File: src/rtl/mbx_pkg.sv
package mbx_pkg;

  typedef enum logic {
    OCC_EMPTY = 1'b0,
    OCC_FULL  = 1'b1
  } occ_e;

endpackage

File: src/rtl/mbx_occupancy.sv
module mbx_occupancy
  import mbx_pkg::*;
(
  input  logic clk,
  input  logic rst,
  input  logic wr_req,
  input  logic rd_req,
  output logic wr_fire,
  output logic rd_fire,
  output logic wr_stall,
  output logic rd_stall,
  output occ_e occ
);

  occ_e occ_q;
  logic is_full;

  assign is_full  = (occ_q == OCC_FULL);
  assign wr_stall = wr_req &  is_full;
  assign rd_stall = rd_req & ~is_full;
  assign wr_fire  = wr_req & ~is_full;
  assign rd_fire  = rd_req &  is_full;
  assign occ      = occ_q;

  always_ff @(posedge clk) begin
    if (rst) begin
      occ_q <= OCC_EMPTY;
    end else if (wr_fire) begin
      occ_q <= OCC_FULL;
    end else if (rd_fire) begin
      occ_q <= OCC_EMPTY;
    end
  end

  AST_EMPTY_AFTER_RESET: assert property (@(posedge clk)
    rst |=> occ_q == OCC_EMPTY);

  AST_IDLE_NO_STALL: assert property (@(posedge clk) disable iff (rst)
    (!wr_req |-> !wr_stall) and (!rd_req |-> !rd_stall));

  AST_OCC_ONLY_ON_FIRE: assert property (@(posedge clk) disable iff (rst)
    (!wr_fire && !rd_fire) |=> $stable(occ_q));

endmodule

File: src/rtl/mbx_word_store.sv
module mbx_word_store #(
  parameter int DATA_W = 18
) (
  input  logic              clk,
  input  logic              load,
  input  logic [DATA_W-1:0] din,
  output logic [DATA_W-1:0] dout
);

  logic [DATA_W-1:0] word_q;

  always_ff @(posedge clk) begin
    if (load) begin
      word_q <= din;
    end
  end

  assign dout = word_q;

endmodule

File: src/rtl/blocking_mailbox.sv
module blocking_mailbox
  import mbx_pkg::*;
#(
  parameter int DATA_W = 18
) (
  input  logic              clk,
  input  logic              rst,
  input  logic              wr_req,
  input  logic [DATA_W-1:0] wr_data,
  output logic              wr_stall,
  input  logic              rd_req,
  output logic [DATA_W-1:0] rd_data,
  output logic              rd_stall
);

  logic wr_fire;
  logic rd_fire;
  occ_e occ;

  mbx_occupancy occ_i (
    .clk      (clk),
    .rst      (rst),
    .wr_req   (wr_req),
    .rd_req   (rd_req),
    .wr_fire  (wr_fire),
    .rd_fire  (rd_fire),
    .wr_stall (wr_stall),
    .rd_stall (rd_stall),
    .occ      (occ)
  );

  mbx_word_store #(.DATA_W(DATA_W)) store_i (
    .clk  (clk),
    .load (wr_fire),
    .din  (wr_data),
    .dout (rd_data)
  );

  AST_NO_OVERWRITE: assert property (@(posedge clk) disable iff (rst)
    (occ == OCC_FULL && wr_req) |-> wr_stall);

  AST_STORE_STABLE: assert property (@(posedge clk) disable iff (rst)
    !wr_fire |=> $stable(rd_data));

  AST_EMPTY_READ_STALL: assert property (@(posedge clk) disable iff (rst)
    (occ == OCC_EMPTY && rd_req) |-> rd_stall);

  AST_WRITE_LANDS: assert property (@(posedge clk) disable iff (rst)
    (wr_req && !wr_stall) |=> (occ == OCC_FULL && rd_data == $past(wr_data)));

  AST_READ_EMPTIES: assert property (@(posedge clk) disable iff (rst)
    (rd_req && !rd_stall) |=> occ == OCC_EMPTY);

  AST_WR_HOLD: assert property (@(posedge clk) disable iff (rst)
    wr_stall |=> (wr_req && $stable(wr_data)));

  AST_RD_HOLD: assert property (@(posedge clk) disable iff (rst)
    rd_stall |=> rd_req);

endmodule

File: config.mk
export PLATFORM = sky130hd
export DESIGN_NAME = blocking_mailbox
export DESIGN_NICKNAME = d
export VERILOG_FILES = /design/src/rtl/mbx_pkg.sv /design/src/rtl/mbx_occupancy.sv /design/src/rtl/mbx_word_store.sv /design/src/rtl/blocking_mailbox.sv
export SDC_FILE = /design/constraint.sdc
export NUM_CORES = 1
export LEC_CHECK = 0
export BUFFER_PORTS_ARGS = -buffer_cell sky130_fd_sc_hd__buf_2
export CAP_MARGIN = 40
export CORE_ASPECT_RATIO = 1.2
export CORE_MARGIN = 1.5
export CORE_UTILIZATION = 30
export DETAILED_ROUTE_END_ITERATION = 8
export PLACE_DENSITY = 0.72
export RECOVER_POWER = 50
export SLEW_MARGIN = 30
export SYNTH_ARGS = -nofsm -noshare
export SYNTH_HDL_FRONTEND = slang
export SYNTH_SLANG_ARGS = --single-unit
File: constraint.sdc
create_clock -name clk -period 2.8 [get_ports clk]
set_input_delay 0.84 -clock clk [delete_from_list [all_inputs] [get_ports clk]]
set_output_delay 0.84 -clock clk [all_outputs]
set_load 0.1 [all_outputs]
==> metrics <==
HPWL after DPL=869 um; Final Skew=0.00112 ns; Place WS=0.499 ns; Detailed Route WL=1060 um; drt via density=4.57; design area=857 um2; die height=51.8 um; Clk pin slew, worst setup/hold paths=0.09 ns; setup_tns=0 ns; critical path required time=1.96 ns; starting density of the core=32.2%; via count=407; crit-path cells=buf_2 -> nor2b_2 -> buf_2; Syn Area/Cell=24.8 um2; Synth Register Bits=19; most common cell after layout, fill and taps aside=buf_2; Die Area=2260 um2; Adder-Cell Fraction of Synth Area=0%; Slew @ Worst Pin=0.704 ns; Final Hold Viols=0; PortBufs=41; Tcrit/Tclk final=82.0%; synthesis-to-finish area growth=43.9%; first-pass GRT wire length=1700 um; root buf cell=clkbuf_4; mux cell area share after synthesis=0%; Setup CP Type=primary input to output port; DRC=0; CP bufs+invs=2; met1 Use GR=10.9%; crit path DAT=1.46 ns; row count=17; Worst-Skew Late Latency=0.28 ns; CP max-delay cell=buf_2; status=finished clean; cts hold-fix bufs=0; width of the die=43.7 um; compound-gate portion of the synthesized area=1.68%; largest net degree at the start of global routing=15; cts repair resizes=0; Cell Area, Synth=596 um2; CTS tree=done; Hold WC Path Type=register to register; drt initial violations=1; wire length per cell=11.9 um; leakage power=0.000381 uW; CTS Sinks=19; Placeable Area=1850 um2; Pwr per Cell Area=734 nW/um2; GP Congestion=0.704; R2R setup slack=1.10 ns; most used routing layer=met2; Fin Hold WS=0.671 ns; Overflow after GRT=0; grt met3 use=7.29%; Final Power=629 uW; RSZ-0062 raised after global routing=no; Synth Instances=24; CTS Buf Count=3; Final #Nets=93; Max-slew headroom=53.0%; number of distinct library cells after synthesis=5; slowest stage delay, CP=0.42 ns; number of global-route vias before repair=427; Setup-failing EPs final=0; initial antenna violation count=0; share of layout cells above drive strength 1=64.3%; Seq/Total Area, Yosys=94.1%; commonest non-fill, non-tap cells in the layout=41 x buf_2, 18 x edfxtp_1, 3 x clkbuf_4, 2 x nor2b_1, 2 x clkbuf_1; yosys warns=0; Antenna diodes=0; slack of the critical path=0.504 ns; Max Cap Viol=0; number of routed nets with antenna violations=0; # IOs=42; total track usage=10.8%; first drt pass iteration count=2; Setup Fix Bufs, Post-CTS=0; main combinational cell family by area after synthesis=simple AND/OR/NAND/NOR gates; crit-path most repeated cell=buf_2; GR Util met2=16.4%; peak supply drop=337 uV; Post-Synth XOR/XNOR Area=0%; filler instances=172; area of placed instances=835 um2; minimum clock period=2.30 ns; CP endpoint kind=output port; family with the most delay on the worst path=buffers and inverters; H-tree depth=1; worst-case clock buffer depth=2; Pins Over Slew Limit=0; Post-Synth Simple-Gate Area=4.20%; crit start category=primary input; top achievable clock speed=435 MHz; worst-path maximum fanout=2; syn nets=46
==> cells in the mapped netlist (all sizes together) <==
cell type   n  area share [%]
edfxtp     18              91
o21ba       1             1.7
nor2b       3             3.2
dfxtp       1             3.4
and2        1             1.1
==> tightest hold or removal path, cell delays in order, from the launching register on <==
cell and delay (ns):
dfxtp_1 0.35, nor2b_1 0.13, o21ba_1 0.15
==> where the power goes <==
| part | internal [uW] | switching (uW) |
|---|---|---|
| Clock | 55.2 | 71.7 |
| Sequential | 331 | 4.28 |
| Combinational | 24.1 | 142 |
| Total | 411 | 218 |
==> worst paths after layout <==
path                               start                   endpoint  cells past startpoint
setup / recovery                  rd_req                   rd_stall                      3
hold / removal    occ_i.occ$_SDFFE_PP0P_     occ_i.occ$_SDFFE_PP0P_                      2
setup reg to reg  occ_i.occ$_SDFFE_PP0P_  store_i.dout[6]$_DFFE_PP_                      2
hold reg to reg   occ_i.occ$_SDFFE_PP0P_     occ_i.occ$_SDFFE_PP0P_                      2
==> layout make-up <==
cell class | instances | area, um2 | area share, %
Sequential cell | 19 | 561 | 65.4
Multi-Input combinational cell | 5 | 37.5 | 4.38
Tap cell | 19 | 23.8 | 2.77
Clock buffer | 4 | 26.3 | 3.07
Timing Repair Buffer | 42 | 209 | 24.4
==> flip-flops by register name, summed over array words and instances, names as in the netlist <==
| name | count |
|---|---|
| occ_i.occ | 1 |
| store_i.dout | 18 |
==> cell families after synthesis <==
kind of cell     Yosys count
AO/OA/AOI/OAI              1
flip-flops                19
AND/OR/NAND/NOR            4
==> per-layer routing <==
layer / part of all wire (%) / vias to the layer above
li1: - / 184
met1: 35 / 181
met2: 43 / 42
met3: 22 / 0
met4: 0 / 0
met5: 0 / -
==> through the flow <==
step / instances / util (%)
4_1_cts: 89 / 46.5
3_5_place_dp: 85 / 45.1
5_1_grt: 89 / 46.3
3_3_place_gp: 85 / 45.1
2_1_floorplan: 24 / -
6_report: 89 / 46.3
(Power assumes the default switching activity.)
